## config.mk

```make
export PLATFORM = sky130hd
export DESIGN_NAME = spi_shadow_regport
export DESIGN_NICKNAME = d
export VERILOG_FILES = /design/src/rtl/spireg_pkg.sv /design/src/rtl/spireg_sync.sv /design/src/rtl/spireg_bank.sv /design/src/rtl/spi_shadow_regport.sv
export SDC_FILE = /design/constraint.sdc
export NUM_CORES = 1
export LEC_CHECK = 0
export ABC_AREA = 1
export BUFFER_PORTS_ARGS = -buffer_cell sky130_fd_sc_hd__buf_2
export CAP_MARGIN = 5
export CORE_UTILIZATION = 61
export DETAILED_ROUTE_END_ITERATION = 16
export PLACE_DENSITY = 0.81
export SYNTH_ARGS = -nofsm -noshare
export SYNTH_HDL_FRONTEND = slang
export SYNTH_SLANG_ARGS = --single-unit
export TNS_END_PERCENT = 10
```

## constraint.sdc

```tcl
create_clock -name clk -period 2.9 [get_ports clk]
set_input_delay 0.725 -clock clk [delete_from_list [all_inputs] [get_ports clk]]
set_output_delay 0.725 -clock clk [all_outputs]
set_load 0.02 [all_outputs]
```

## src/rtl/spireg_pkg.sv

```systemverilog
package spireg_pkg;
    localparam int ADDR_W = 12;

    localparam logic [ADDR_W-1:0] CFG_ADDR   = 12'h000;
    localparam logic [ADDR_W-1:0] RBK_ADDR   = 12'h004;
    localparam logic [ADDR_W-1:0] STAT0_ADDR = 12'h22C;
    localparam logic [ADDR_W-1:0] STAT1_ADDR = 12'h22D;
    localparam logic [ADDR_W-1:0] UPD_ADDR   = 12'h234;

    typedef enum logic {PH_CMD, PH_DATA} phase_e;

    typedef struct packed {
        logic              vld;
        logic [ADDR_W-1:0] addr;
        logic [7:0]        data;
    } wr_req_t;
endpackage

```

## src/rtl/spireg_sync.sv

```systemverilog
module spireg_sync #(
    parameter int           W       = 3,
    parameter int           STAGES  = 2,
    parameter logic [W-1:0] RST_VAL = '0
) (
    input  logic         clk,
    input  logic         rst_n,
    input  logic [W-1:0] d_i,
    output logic [W-1:0] q_o
);
    logic [STAGES-1:0][W-1:0] pipe_d, pipe_q;

    always_comb begin
        pipe_d[0] = d_i;
        for (int s = 1; s < STAGES; s++) begin
            pipe_d[s] = pipe_q[s-1];
        end
    end

    always_ff @(posedge clk or negedge rst_n) begin
        if (!rst_n) pipe_q <= {STAGES{RST_VAL}};
        else        pipe_q <= pipe_d;
    end

    assign q_o = pipe_q[STAGES-1];
endmodule

```

## src/rtl/spireg_bank.sv

```systemverilog
module spireg_bank
    import spireg_pkg::*;
#(
    parameter int                      NUM_REGS = 8,
    parameter logic [ADDR_W-1:0]       REG_BASE = 12'h010,
    parameter logic [NUM_REGS*8-1:0]   REG_INIT = {NUM_REGS{8'hA5}}
) (
    input  logic                  clk,
    input  logic                  rst_n,
    input  wr_req_t               wr_i,
    input  logic [ADDR_W-1:0]     rd_addr_i,
    input  logic [7:0]            stat0_i,
    input  logic [7:0]            stat1_i,
    output logic [7:0]            rd_data_o,
    output logic                  sdo_en_o,
    output logic                  upd_pend_o,
    output logic [NUM_REGS*8-1:0] act_o
);
    localparam int IDX_W = (NUM_REGS > 1) ? $clog2(NUM_REGS) : 1;
    localparam logic [ADDR_W-1:0] WIN_HI = REG_BASE + ADDR_W'(NUM_REGS - 1);

    typedef struct packed {
        logic [NUM_REGS-1:0][7:0] stg;
        logic [NUM_REGS-1:0][7:0] act;
        logic                     sdo_en;
        logic                     rb_stg;
        logic                     upd_pend;
    } bank_t;

    localparam bank_t BANK_RST = '{stg: REG_INIT, act: REG_INIT,
                                   sdo_en: 1'b0, rb_stg: 1'b0, upd_pend: 1'b0};

    bank_t b_d, b_q;
    logic  wr_in_win, rd_in_win;
    logic [IDX_W-1:0] wr_idx, rd_idx;

    always_comb begin
        wr_in_win = (wr_i.addr >= REG_BASE) && (wr_i.addr <= WIN_HI);
        rd_in_win = (rd_addr_i >= REG_BASE) && (rd_addr_i <= WIN_HI);
        wr_idx    = IDX_W'(wr_i.addr - REG_BASE);
        rd_idx    = IDX_W'(rd_addr_i - REG_BASE);
    end

    always_comb begin
        b_d = b_q;
        if (b_q.upd_pend) begin
            b_d.act      = b_q.stg;
            b_d.upd_pend = 1'b0;
        end
        if (wr_i.vld) begin
            if (wr_i.addr == CFG_ADDR) begin
                if (wr_i.data[5]) b_d = BANK_RST;
                else              b_d.sdo_en = wr_i.data[7];
            end else if (wr_i.addr == RBK_ADDR) begin
                b_d.rb_stg = wr_i.data[0];
            end else if (wr_i.addr == UPD_ADDR) begin
                b_d.upd_pend = wr_i.data[0];
            end else if (wr_in_win) begin
                b_d.stg[wr_idx] = wr_i.data;
            end
        end
    end

    always_ff @(posedge clk or negedge rst_n) begin
        if (!rst_n) b_q <= BANK_RST;
        else        b_q <= b_d;
    end

    always_comb begin
        rd_data_o = 8'h00;
        if (rd_addr_i == CFG_ADDR)        rd_data_o = {b_q.sdo_en, 7'b0};
        else if (rd_addr_i == RBK_ADDR)   rd_data_o = {7'b0, b_q.rb_stg};
        else if (rd_addr_i == STAT0_ADDR) rd_data_o = stat0_i;
        else if (rd_addr_i == STAT1_ADDR) rd_data_o = stat1_i;
        else if (rd_addr_i == UPD_ADDR)   rd_data_o = {7'b0, b_q.upd_pend};
        else if (rd_in_win)               rd_data_o = b_q.rb_stg ? b_q.stg[rd_idx] : b_q.act[rd_idx];
    end

    assign sdo_en_o   = b_q.sdo_en;
    assign upd_pend_o = b_q.upd_pend;
    assign act_o      = b_q.act;
endmodule

```

## src/rtl/spi_shadow_regport.sv

```systemverilog
module spi_shadow_regport
    import spireg_pkg::*;
#(
    parameter int                    NUM_REGS = 8,
    parameter logic [ADDR_W-1:0]     REG_BASE = 12'h010,
    parameter logic [NUM_REGS*8-1:0] REG_INIT = {NUM_REGS{8'hA5}},
    parameter int                    SYNC_STAGES = 2
) (
    input  logic                  clk,
    input  logic                  rst_n,
    input  logic                  sclk_i,
    input  logic                  cs_n_i,
    input  logic                  sdio_i,
    output logic                  sdio_o,
    output logic                  sdio_oe_o,
    output logic                  sdo_o,
    output logic                  sdo_oe_o,
    input  logic [7:0]            stat0_i,
    input  logic [7:0]            stat1_i,
    output logic [NUM_REGS*8-1:0] act_regs_o
);
    typedef struct packed {
        phase_e            ph;
        logic [3:0]        bitcnt;
        logic [14:0]       sh;
        logic              rd;
        logic [1:0]        lim;
        logic [1:0]        idx;
        logic              live;
        logic [ADDR_W-1:0] addr;
        logic [7:0]        tx;
        logic              dout;
        logic              oe;
        logic              sclk_prev;
        wr_req_t           wr;
    } eng_t;

    eng_t e_d, e_q;

    logic              sclk_s, cs_n_s, mosi_s;
    logic [15:0]       word;
    logic [ADDR_W-1:0] look_addr;
    logic [7:0]        rd_data;
    logic              sdo_en;
    logic              upd_pend;
    wr_req_t           wr_req;
    logic              unused_cmd_bit;
    logic              rise, fall;

    spireg_sync #(.W(3), .STAGES(SYNC_STAGES), .RST_VAL(3'b010)) u_sync (
        .clk   (clk),
        .rst_n (rst_n),
        .d_i   ({sclk_i, cs_n_i, sdio_i}),
        .q_o   ({sclk_s, cs_n_s, mosi_s})
    );

    assign word           = {e_q.sh, mosi_s};
    assign unused_cmd_bit = word[12];
    assign look_addr      = (e_q.ph == PH_CMD) ? word[11:0] : e_q.addr - 12'd1;
    assign rise           = sclk_s & ~e_q.sclk_prev;
    assign fall           = ~sclk_s & e_q.sclk_prev;

    always_comb begin
        e_d           = e_q;
        e_d.wr.vld    = 1'b0;
        e_d.sclk_prev = sclk_s;
        if (cs_n_s) begin
            e_d.ph     = PH_CMD;
            e_d.bitcnt = '0;
            e_d.oe     = 1'b0;
            e_d.live   = 1'b0;
        end else if (rise) begin
            e_d.sh = word[14:0];
            if (e_q.ph == PH_CMD) begin
                if (e_q.bitcnt == 4'd15) begin
                    e_d.ph     = PH_DATA;
                    e_d.bitcnt = '0;
                    e_d.rd     = word[15];
                    e_d.lim    = (word[14:13] == 2'b11) ? 2'd2 : word[14:13];
                    e_d.addr   = word[11:0];
                    e_d.idx    = '0;
                    e_d.live   = 1'b1;
                    e_d.tx     = word[15] ? rd_data : 8'h00;
                    e_d.oe     = word[15];
                end else begin
                    e_d.bitcnt = e_q.bitcnt + 4'd1;
                end
            end else if (e_q.bitcnt == 4'd7) begin
                e_d.bitcnt = '0;
                if (e_q.live) begin
                    if (!e_q.rd) e_d.wr = '{vld: 1'b1, addr: e_q.addr, data: word[7:0]};
                    e_d.addr = e_q.addr - 12'd1;
                    if (e_q.idx == e_q.lim) begin
                        e_d.live = 1'b0;
                        e_d.oe   = 1'b0;
                        e_d.tx   = 8'h00;
                    end else begin
                        e_d.idx = e_q.idx + 2'd1;
                        e_d.tx  = e_q.rd ? rd_data : 8'h00;
                    end
                end
            end else begin
                e_d.bitcnt = e_q.bitcnt + 4'd1;
            end
        end else if (fall && e_q.ph == PH_DATA && e_q.rd && e_q.live) begin
            e_d.dout = e_q.tx[7];
            e_d.tx   = {e_q.tx[6:0], 1'b0};
        end
    end

    always_ff @(posedge clk or negedge rst_n) begin
        if (!rst_n) e_q <= '{ph: PH_CMD, default: '0};
        else        e_q <= e_d;
    end

    assign wr_req = e_q.wr;

    spireg_bank #(.NUM_REGS(NUM_REGS), .REG_BASE(REG_BASE), .REG_INIT(REG_INIT)) u_bank (
        .clk        (clk),
        .rst_n      (rst_n),
        .wr_i       (wr_req),
        .rd_addr_i  (look_addr),
        .stat0_i    (stat0_i),
        .stat1_i    (stat1_i),
        .rd_data_o  (rd_data),
        .sdo_en_o   (sdo_en),
        .upd_pend_o (upd_pend),
        .act_o      (act_regs_o)
    );

    assign sdio_o    = e_q.dout;
    assign sdo_o     = e_q.dout;
    assign sdio_oe_o = e_q.oe & ~sdo_en;
    assign sdo_oe_o  = e_q.oe & sdo_en;
endmodule

```

==> results_dict.tcl <==
set metrics [dict create \
    status "complete, no violations" \
    cp_slowest_cell "dfrtp_1" \
    num_antenna_cells 0 \
    gp_congestion 1.031 \
    setup_viol 0 \
    drive_gt1_frac 0.1669 \
    synth_edf_count 0 \
    fmax_mhz 375.5 \
    seqCellArea_sq_um 5264 \
    multi_input_area_sq_um 4538 \
    synth_cell_type_count 42 \
    fp.dieH_um 137.1 \
    peakVddDrop_v 0.0005049 \
    slew_headroom 0.2686 \
    core_area_sq_um 17900 \
    cts-htree-levels 1 \
    dieArea_sq_um 18810 \
    nets 1541 \
    synth_ff_type "dfrtp_1" \
    fillerInstances 1533 \
    worst_setup_path_start_kind "flip-flop" \
    clk_pin_slew_worst_paths_ns 0.06 \
    syn_inst 1495 \
    dp_hpwl_mm 22.26 \
    path_cells "inv_1 -> ha_1 -> nand2_1 -> nor2_2 -> nand2_1 -> nand2_1 -> nand2_1 -> o21bai_1 -> nand4_2 -> nor2_1 -> nor2_1 -> nand2_1 -> nand2_1 -> nand2_1 -> nand2_1" \
    cts_tree "built" \
    netlist_area_sq_um 11140 \
    p_leak_uw 0.006038 \
    areaGrowthSynthToFinish_pct 9.333 \
    crit_path_max_fanout 14 \
    ys_ff_latch 207 \
    dpl-instance-area_sq_um 11470 \
    floorplan.initialDensity 0.6223 \
    cts.sinks 207 \
    grt_max_degree 82 \
    fin_crit_ns 2.663 \
    finalCritPeriodShare 0.9182 \
    num_rows 49 \
    max-cap-violations 0 \
    ys_async_sr_fraction 1.000 \
    grt.total_usage 0.3402 \
    cts_max_path_buffers 3 \
    max_slew.worst_pin.slew_ns 1.096 \
    cp_slowest_stage_delay_ns 0.41 \
    path_delay_family "simple AND/OR/NAND/NOR gates" \
    skew_ns 0.009220 \
    synth.avg_cell_area_sq_um 7.452 \
    fin_setup_tns_ns 0 \
    whs_ns 0.2530 \
    place_inst 1723 \
    first_pass_iters 5 \
    drt-total-wl_mm 31.21 \
    grt_first_pass_wirelength_mm 49.20 \
    final-hold-violation-count 0 \
    drv_slew 0 \
    yosysWarnings 0 \
    powerDensity_nw_per_um2 524.2 \
    vias_per_cell 5.803 \
    stdcell_area_sq_um 12180 \
    antenna_found_initial 0 \
    io_buffers 88 \
    grt-ovfl-total 0 \
    rsz0062_at_grt "no" \
    cts_buffers 22 \
    root_buffer "clkbuf_16" \
    syn-num-nets 1518 \
    layoutNonFillerInstCount 1763 \
    crit_buf_inv 1 \
    drtIter0Drc 999 \
    yosysSeqAreaShare 0.4724 \
    fp.dieW_um 137.1 \
    crit_top_cell "nand2_1" \
    end_kind "flip-flop" \
    clock_latency_ns 0.51 \
    num_vias 10230 \
    grt_pass1_vias 9352 \
    cp.arrival_ns 3.07 \
    holdCritPathClass "in2async" \
    ios 89 \
    path_class "reg2reg" \
    remaining_drc_errors 0 \
    antenna_left 0 \
    required_ns 3.30 \
    avgRoutedWirePerCell_um 17.70 \
]
==> state kept, by name, indices dropped and copies added, names as in the netlist <==
name	count
sdio_o	1
u_bank.act_o	64
u_sync.q_o	3
u_sync.pipe_d	3
u_bank.b_q	65
u_bank.upd_pend_o	1
e_q	69
u_bank.sdo_en_o	1
==> power breakdown <==
part,switching (uW),internal (uW)
registers,43.2,2930
clock network,1130,1610
logic,469,201
total,1640,4740
==> cell families after synthesis <==
kind of cell,synth area share
AO/OA/AOI/OAI,0.1112
XOR/XNOR,0.003145
adder cells (fa/ha/maj),0.002246
buffers and inverters,0.1225
flip-flops,0.4724
AND/OR/NAND/NOR,0.2885
==> synth_stat cells (3+ instances only) <==
library cell / count / area (sq um)
nand2_2: 4 / 25.02
nor2_2: 4 / 25.02
inv_1: 155 / 581.8
inv_2: 7 / 26.28
clkbuf_1: 38 / 142.6
o21ai_0: 121 / 605.6
a22oi_1: 7 / 52.55
o211ai_1: 12 / 90.09
buf_1: 7 / 26.28
nor3_1: 15 / 75.07
buf_4: 65 / 488.0
o21ai_1: 23 / 115.1
nor2_1: 88 / 330.3
dfrtp_1: 141 / 3528
dfstp_2: 66 / 1734
buf_2: 17 / 85.08
o22ai_1: 15 / 93.84
nand3_1: 130 / 650.6
nand2_1: 486 / 1824
xnor2_1: 3 / 26.28
a21oi_1: 37 / 185.2
nand4_1: 28 / 175.2
nor3_2: 3 / 30.03
==> cells in the final DEF, fill, tap and decap left out, types with 36 or more instances in the layout <==
cell	synthesis	layout
o21ai_0	121	121
nand2_1	486	485
a21oi_1	37	37
buf_2	17	87
nor2_1	88	86
buf_4	65	36
inv_1	155	155
dfrtp_1	141	140
dfstp_2	66	66
nand3_1	130	130
==> per-stage QoR <==
stage / setup slack (ns) / power, uW / utilization
2_1_floorplan: 0.7439 / 3397 / -
3_3_place_gp: 0.2645 / 3655 / 0.6410
3_5_place_dp: 0.1852 / 3670 / 0.6410
4_1_cts: 0.1763 / 6398 / 0.6801
5_1_grt: 0.01559 / 6592 / 0.6804
6_report: 0.2372 / 6385 / 0.6804
==> worst register-to-register path: cells and delay by family, from the launching register on <==
family	cells	cell delay (ns)
flops	1	0.41
compound gates	1	0.34
buf+inv	1	0.14
simple gates	12	1.38
fa+ha+maj	1	0.27
==> worst paths after layout <==
check / depth (start not counted) / end / slack [ns] / startpoint
setup reg to reg: 15 / e_q[31] / 0.24 / e_q[32]
hold reg to reg: 0 / u_sync.q_o[2] / 0.35 / u_sync.pipe_d[5]
setup / recovery: 15 / e_q[31] / 0.24 / e_q[32]
hold / removal: 1 / u_bank.act_o[4] / 0.25 / rst_n
max in group asynchronous: 2 / u_bank.act_o[16] / 1.81 / rst_n
min in group clk: 1 / u_sync.pipe_d[4] / 0.32 / cs_n_i
==> layout make-up <==
type	instances	area share
Timing Repair Buffer	127	0.06400
Sequential cell	207	0.4322
Inverter	163	0.05023
Tap cell	229	0.02352
Clock inverter	1	0.0004109
Multi-Input combinational cell	997	0.3726
Clock buffer	39	0.05711
==> repair_timing <==
| action | in CTS | in global routing |
|---|---|---|
| endpoints found under the hold margin | 0 | 0 |
| buffers inserted | 0 | 0 |
| hold buffers | 0 | 0 |
| gates resized for setup | 0 | 2 |
| endpoints found under the setup margin | 0 | 5 |
==> metal layers <==
metal / share of wire / vias to the layer above / global-route usage
li1: - / 4792 / -
met1: 0.40 / 4754 / 0.4599
met2: 0.47 / 569 / 0.5368
met3: 0.081 / 116 / 0.04889
met4: 0.051 / 0 / 0.1673
met5: 0 / - / 0
(Power assumes the default switching activity.)
